==> config.mk <==
export PLATFORM = sky130hd
export DESIGN_NAME = dptr_unit
export DESIGN_NICKNAME = d
export VERILOG_FILES = /design/src/rtl/dptr_unit.sv
export SDC_FILE = /design/constraint.sdc
export NUM_CORES = 1
export LEC_CHECK = 0
export BUFFER_PORTS_ARGS = -buffer_cell sky130_fd_sc_hd__clkbuf_2
export CAP_MARGIN = 10
export CORE_MARGIN = 2
export CORE_UTILIZATION = 54
export CTS_CLUSTER_DIAMETER = 80
export CTS_CLUSTER_SIZE = 16
export DETAILED_ROUTE_END_ITERATION = 6
export PLACE_DENSITY = 0.78
export SYNTH_ARGS = -nofsm -noshare
export SYNTH_HDL_FRONTEND = slang
export SYNTH_SLANG_ARGS = --single-unit
==> constraint.sdc <==
create_clock -name clk -period 10.2 [get_ports clk]
set_input_delay 1.02 -clock clk [delete_from_list [all_inputs] [get_ports clk]]
set_output_delay 1.02 -clock clk [all_outputs]
set_load 0.03 [all_outputs]
==> src/rtl/dptr_unit.sv <==
module dptr_unit #(
  parameter int AW = 14,
  parameter int DW = 16
) (
  input  logic          clk,
  input  logic          rst_n,
  input  logic          ext_step_en,
  input  logic          req_valid,
  input  logic          req_dual,
  input  logic          req_direct,
  input  logic [1:0]    req_ptr,
  input  logic          req_write,
  input  logic          req_slot,
  input  logic [1:0]    req_sidx,
  input  logic [1:0]    req_ysidx,
  input  logic          req_update,
  input  logic          reg_we,
  input  logic [3:0]    reg_addr,
  input  logic [DW-1:0] reg_wdata,
  output logic [DW-1:0] reg_rdata,
  output logic [AW-1:0] x_addr,
  output logic          x_valid,
  output logic [AW-1:0] y_addr,
  output logic          y_valid
);
  localparam int BANK = AW;
  localparam int MODF = AW + 1;

  logic [3:0][DW-1:0] rp, sd;
  logic [1:0][DW-1:0] rpd, mc;
  logic [DW-1:0] sde0, sde3;

  function automatic logic [7:0] pick_step(input logic [DW-1:0] s, input logic [DW-1:0] e,
                                           input logic wide, input logic wr, input logic slot);
    logic [3:0] lo, hi;
    case ({wr, slot})
      2'b00:   begin lo = s[3:0];   hi = e[3:0];   end
      2'b01:   begin lo = s[7:4];   hi = e[7:4];   end
      2'b10:   begin lo = s[11:8];  hi = e[11:8];  end
      default: begin lo = s[15:12]; hi = e[15:12]; end
    endcase
    return wide ? {hi, lo} : {{4{lo[3]}}, lo};
  endfunction

  function automatic logic [DW-1:0] advance(input logic [DW-1:0] p, input logic [7:0] st,
                                            input logic [DW-1:0] m);
    logic [AW-1:0] msk;
    logic [DW-1:0] sum, len;
    if (!p[MODF]) return {p[MODF], p[MODF-1:0] + {{(MODF-8){st[7]}}, st}};
    msk = m[AW-1:0];
    for (int i = AW-2; i >= 0; i--) msk[i] = msk[i] | msk[i+1];
    len = {2'b0, m[AW-1:0]} + 16'd1;
    sum = {2'b0, p[AW-1:0] & msk} + {{(DW-8){st[7]}}, st};
    if (sum[DW-1]) sum = sum + len;
    else if (sum > {2'b0, m[AW-1:0]}) sum = sum - len;
    return {p[MODF:BANK], (p[AW-1:0] & ~msk) | (sum[AW-1:0] & msk)};
  endfunction

  logic [DW-1:0] sel_val, nxt_a, nxt_b;
  logic [1:0]    pa;
  logic          mod_a, mod_b, wide_a;

  assign sel_val = req_direct ? rpd[req_ptr[0]] : rp[req_ptr];
  assign x_valid = req_valid & (req_dual | ~sel_val[BANK]);
  assign y_valid = req_valid & (req_dual |  sel_val[BANK]);
  assign x_addr  = !x_valid ? '0 : req_dual ? rp[0][AW-1:0] : sel_val[AW-1:0];
  assign y_addr  = !y_valid ? '0 : req_dual ? rp[3][AW-1:0] : sel_val[AW-1:0];

  assign pa     = req_dual ? 2'd0 : req_ptr;
  assign wide_a = ext_step_en & (pa == 2'd0 || pa == 2'd3);
  assign mod_a  = req_valid & req_update & (req_dual | ~req_direct);
  assign mod_b  = mod_a & req_dual;
  assign nxt_a  = advance(rp[pa],
                          pick_step(sd[req_sidx], (pa == 2'd0) ? sde0 : sde3, wide_a, req_write, req_slot),
                          mc[pa[1]]);
  assign nxt_b  = advance(rp[3], pick_step(sd[req_ysidx], sde3, ext_step_en, req_write, req_slot), mc[1]);

  always_ff @(posedge clk or negedge rst_n) begin
    if (!rst_n) begin
      rp <= '0; sd <= '0; rpd <= '0; mc <= '0; sde0 <= '0; sde3 <= '0;
    end else begin
      for (int i = 0; i < 4; i++) begin
        if (reg_we && reg_addr == 4'(i)) rp[i] <= reg_wdata;
        else if (mod_a && pa == 2'(i))   rp[i] <= nxt_a;
        else if (mod_b && i == 3)        rp[i] <= nxt_b;
        if (reg_we && reg_addr == 4'(i + 6)) sd[i] <= reg_wdata;
      end
      if (reg_we) begin
        case (reg_addr)
          4'd4:  rpd[0] <= reg_wdata;
          4'd5:  rpd[1] <= reg_wdata;
          4'd10: sde0   <= reg_wdata;
          4'd11: sde3   <= reg_wdata;
          4'd12: mc[0]  <= reg_wdata;
          4'd13: mc[1]  <= reg_wdata;
          default: ;
        endcase
      end
    end
  end

  always_comb begin
    case (reg_addr)
      4'd0, 4'd1, 4'd2, 4'd3: reg_rdata = rp[reg_addr[1:0]];
      4'd4:  reg_rdata = rpd[0];
      4'd5:  reg_rdata = rpd[1];
      4'd6, 4'd7, 4'd8, 4'd9: reg_rdata = sd[reg_addr[1:0] - 2'd2];
      4'd10: reg_rdata = sde0;
      4'd11: reg_rdata = sde3;
      4'd12: reg_rdata = mc[0];
      4'd13: reg_rdata = mc[1];
      default: reg_rdata = '0;
    endcase
  end


  idle_quiet_chk: assert property (@(posedge clk) disable iff (!rst_n)
    !req_valid |-> !x_valid && !y_valid);

  single_onehot_chk: assert property (@(posedge clk) disable iff (!rst_n)
    req_valid && !req_dual |-> $countones({x_valid, y_valid}) == 1);

  dual_both_chk: assert property (@(posedge clk) disable iff (!rst_n)
    req_valid && req_dual |-> x_valid && y_valid);

  hold_chk: assert property (@(posedge clk) disable iff (!rst_n)
    !mod_a && !(reg_we && reg_addr < 4'd4) |=> $stable(rp));

  wrap_bank_chk: assert property (@(posedge clk) disable iff (!rst_n)
    mod_a && rp[pa][MODF] |-> nxt_a[MODF:BANK] == rp[pa][MODF:BANK]);
endmodule

=== Yosys cells after proc, flatten, opt, wreduce, memory -nomap -nowiden ===
Cells that the tools add are included.

* Word-level logic and storage cells: 178
* Output and inout port bits: 46
* Input bits: 36
* Register bits: 224

* Multiplexer cells: 47
* Add/subtract/negate cells: 11
* Order comparisons: 10
* Reduce and logical (&&, ||, !) cells: 29
* Equal/unequal tests: 19
* Bitwise operators: 47

{| class="wikitable"
|+ Operator list
! operator !! count
|-
| 16-bit two-way mux || 17
|-
| 16-bit binary-select mux with 2-bit select || 6
|-
| 14-bit two-way mux || 12
|-
| 16-bit case mux with 8 select lines || 1
|-
| 14-bit bitwise AND || 6
|-
| 15-bit two-way mux || 4
|-
| 4-bit case mux with 3 select lines || 4
|-
| 15-bit by 8-bit adder with 16-bit output || 2
|-
| 16-bit by 14-bit greater-than comparator with 1-bit output || 2
|-
| 15-bit adder || 2
|-
| 1-bit OR || 29
|-
| 14-bit by 1-bit adder with 14-bit output, second input constant || 2
|-
| 14-bit adder || 2
|-
| 14-bit inverter || 2
|-
| 14-bit OR || 2
|-
| 14-bit subtractor || 2
|-
| 4-bit == test, second input constant || 6
|-
| 2-bit by 3-bit less-than comparator with 1-bit output, second input constant || 6
|-
| 4-bit by 3-bit == test with 1-bit output, second input constant || 4
|-
| 8-bit two-way mux || 2
|-
| 2-bit AND reduction || 7
|-
| 1-bit logical AND || 12
|-
| 4-bit by 2-bit == test with 1-bit output, second input constant || 2
|-
| 4-bit OR reduction || 2
|-
| other kinds (14) || 27
|}

=== Depth between registers and ports, before layout ===
* Word-level depth: 27
* Gate-level depth with buffers: 31
* Gate-level depth less buffers: 27

=== Worst setup path before layout ===
Ideal clock, no wire load.

* Path type: input port to flip-flop
* Start point: in req_dual
* End point: reg (tool-made name)
* Arrival: 8029 ps
* Stages: 28
* Library setup time: 86 ps
* Slack: 2085 ps
* Path buffers: 5
* Required time: 10114 ps
* Cell sequence: buf_2 -> nor2b_1 -> clkbuf_1 -> clkbuf_1 -> inv_1 -> ha_1 -> nand2b_1 -> and3_1 -> nor2_1 -> clkbuf_1 -> ha_1 -> a211oi_1 -> a211oi_1 -> o21a_1 -> o21a_1 -> or3_1 -> and2_1 -> ha_1 -> o21ai_0 -> a21oi_1 -> or4b_2 -> nand2_1 -> o21a_1 -> buf_4 -> nor3_1 -> o41a_1 -> or2_1 -> o221ai_2

{| class="wikitable"
|+ RTL lines
! item !! RTL line !! text
|-
| start: declaration || 9 || <nowiki>input logic req_dual,</nowiki>
|}

==> flow_summary.ini <==
[run_status]
outcome = finished with violations
violations = design-rule violations

[timing]
finalCritPeriodShare_pct = 90.0
hold_viol = 0
whs_ns = 0.466
finalCriticalPeriod_ns = 9.18
finalWorstSetupSlack_ns = 1.02
setup_tns_ns = 0
maxClockFrequency_mhz = 109
maxSlewHeadroom_pct = 7.33
setup_viol = 0
rsz0062_at_grt = no
finalClockSkew_ns = 0.0274
worstMarginPinSlew_ns = 1.38
maxSlewViolCount = 0

[global_routing]
grt_usage_pct = 40.9
grt_max_degree = 81
grt_pass1_vias = 19800
grt_pass1_wl_mm = 125
gr-total-overflow = 0
antenna_found_initial = 1

[yosys]
syn_nets = 2557
synthSimpleGateAreaFrac_pct = 14.8
synth_top_family_by_area = multiplexers
netlist_instances = 2367
syn_area_sq_um = 21300
synth-compound-area-share_pct = 20.0
synthAdderAreaFrac_pct = 9.34
ys_seq_elements = 224
synth_area_per_cell_sq_um = 8.99
synth_edf_count = 0
async_flop_share_pct = 100
synth.distinct_cells = 84
yosysWarnings = 0
synthMuxAreaShare_pct = 20.9
synth_top_flop_cell = dfrtp_1
ys_seq_area_share_pct = 26.3
synth_xor_area_share_pct = 4.12

[cts]
cts_made_buffers = 19
clock_latency_ns = 0.53
cts-hold-fix-buffers = 0
cts-root-buf = clkbuf_16
cts_tree = yes
cts_max_level = 1
post_cts_buffers = 0
cts_buffer_depth = 3
clk_pin_slew_ns = 0.07
ctsResizeCount = 0
cts.sinks = 224

[cells_and_area]
final_nets = 2564
final_cell_mix = 224 x dfrtp_1, 213 x nand2_1, 181 x nor2_1
multiInputGateArea_sq_um = 14700
layout_commonest_cell = dfrtp_1
stdcell_count = 2897
final_area_sq_um = 22700
final_util_pct = 58.6
area_delta_synth_final_pct = 6.61
drive_gt1_share_pct = 18.9
fill_cells = 3457
seqCellArea_sq_um = 5610

[placed_design]
gp_congestion = 1.15
pre_cts_ws_ns = 0.817
hpwlAfterDp_mm = 64.3
port_buffers = 81
numPlacedInstances = 2871
dpl_cell_area_sq_um = 22200

[pwr]
p_switching_mw = 4.55
comb_power_share_pct = 73.2
vdd_ir_drop_max_uv = 183
p_total_mw = 8.46
clockPowerShare_pct = 8.2
leakage_nw = 9.67
power_density_nw_per_um2 = 373
sw_frac_of_total_pct = 53.7
intPower_mw = 3.92
seq_power_share_pct = 18.6

[route]
drc = 9
ant_nets = 0
wl_per_cell_microns = 29.4
wl_mm = 85.1
via_per_inst = 7.15
vias = 20700
firstDrtPassIters = 7
drt-initial-drc-count = 2622

[die]
fp-row-count = 72
ios = 82
coreArea_sq_um = 38700
initial_core_util_pct = 54.9
dieArea_sq_um = 41000
die_h_microns = 203
fp.dieW_microns = 203

[critical_path]
endpoint_kind = flip-flop
cp_slowest_cell = or4b_2
crit_family = compound AO/OA/AOI/OAI gates
max_stage_delay_ns = 0.71
start_kind = input pin
cp_data_required_time_ns = 10.61
cp_num_buf_inv = 3
critical_path_class = in -> reg
cpMostUsedCell = o21a_1
cp_data_arrival_time_ns = 9.59
cp_max_fo = 15

[worst_hold_path]
hold_class = in -> async

[flow_run]
max_cap_violations = 0
-- routing by layer --
layer	global-route usage, %	share of wire (%)
met2	60.8	42
met3	12.7	13
met4	27.0	8.6
met1	51.3	36
met5	0	0.015
-- path summary, 6_finish.rpt --
| path | from | to | slack (ns) | cells past startpoint |
|---|---|---|---|---|
| max | req_dual | flip-flop | 1.02 | 29 |
| min | rst_n | sde0[13] | 0.47 | 1 |
| max reg2reg | mc[27] | flip-flop | 1.69 | 26 |
| min reg2reg | rpd[9] | rpd[9] | 0.52 | 2 |
| max in group asynchronous | rst_n | rp[36] | 8.28 | 2 |
| min in group clk | rpd[9] | rpd[9] | 0.52 | 2 |
-- Yosys cell counts, types with 13 or more instances --
library cell	n	share of area, %
mux4_2	80	8.5
ha_1	146	8.6
and3_1	17	0.50
nand2_1	213	3.8
xnor2_1	77	3.2
mux2_2	165	8.7
mux2i_1	79	3.7
nor3_1	51	1.2
a21oi_1	179	4.2
dfrtp_1	224	26
nand3_1	57	1.3
a31oi_1	18	0.53
nor2_1	183	3.2
o31ai_1	15	0.53
a211oi_1	20	0.71
a21o_1	21	0.74
a22oi_1	74	2.6
or3_1	16	0.47
a211o_1	18	0.74
o21ai_0	115	2.7
buf_1	14	0.25
o21a_1	19	0.67
or2_2	13	0.38
nand2b_1	15	0.44
nand4_1	31	0.91
o21ai_1	13	0.31
o211ai_1	22	0.78
clkbuf_1	113	2.0
inv_1	105	1.9
xor2_1	23	0.95
nor2b_1	28	0.82
and2_1	19	0.56
-- worst register-to-register path: stages, from the launching register on --
cell and delay, ns:
dfrtp_1 0.59, mux2i_1 0.62, nand4_1 0.37, nor3_1 0.36
buf_4 0.20, nand2_1 0.09, nor2_1 0.26, a21boi_0 0.14
ha_1 0.28, fa_1 0.46, a21o_1 0.19, a221oi_1 0.62
a211oi_1 0.21, o21a_1 0.22, o21a_1 0.17, or3_1 0.31
and2_1 0.20, ha_1 0.31, o21ai_0 0.14, a21oi_1 0.07
or4b_2 0.71, nand2_1 0.17, o21a_1 0.55, a211oi_1 0.15
o311ai_2 0.48, a21oi_1 0.17, o32a_1 0.37
-- area by class of cell --
class / instances / share of cell area (%)
clock buffer: 19 / 2.10
sequential: 224 / 24.7
multi-input combinational: 1894 / 64.9
tap: 518 / 2.86
timing repair buffer: 128 / 3.39
inverter: 107 / 1.77
antenna: 2 / 0.0221
clock inverter: 5 / 0.215
-- power groups by stage --
stage | logic (mW) | registers, mW | clock network, mW
after floorplan | 4.41 | 1.35 | 0
after global placement | 5.83 | 1.52 | 0
after detailed placement | 5.94 | 1.54 | 0
after CTS | 5.98 | 1.52 | 0.691
after global routing | 6.65 | 1.57 | 0.722
final | 6.20 | 1.57 | 0.693
-- state kept, by name, summed over array words and instances (netlist names), named ones only --
signal  flops
rp         50
sd         64
mc         32
sde0       16
rpd        32
sde3       16
-- cell families after synthesis --
family | Yosys count
muxes | 324
AOI/OAI and AO/OA | 643
adders and majority gates | 154
xor gates and xnor gates | 100
buffers and inverters | 249
DFF | 224
and+or+nand+nor | 673
Power figures use the tool's default switching activity.
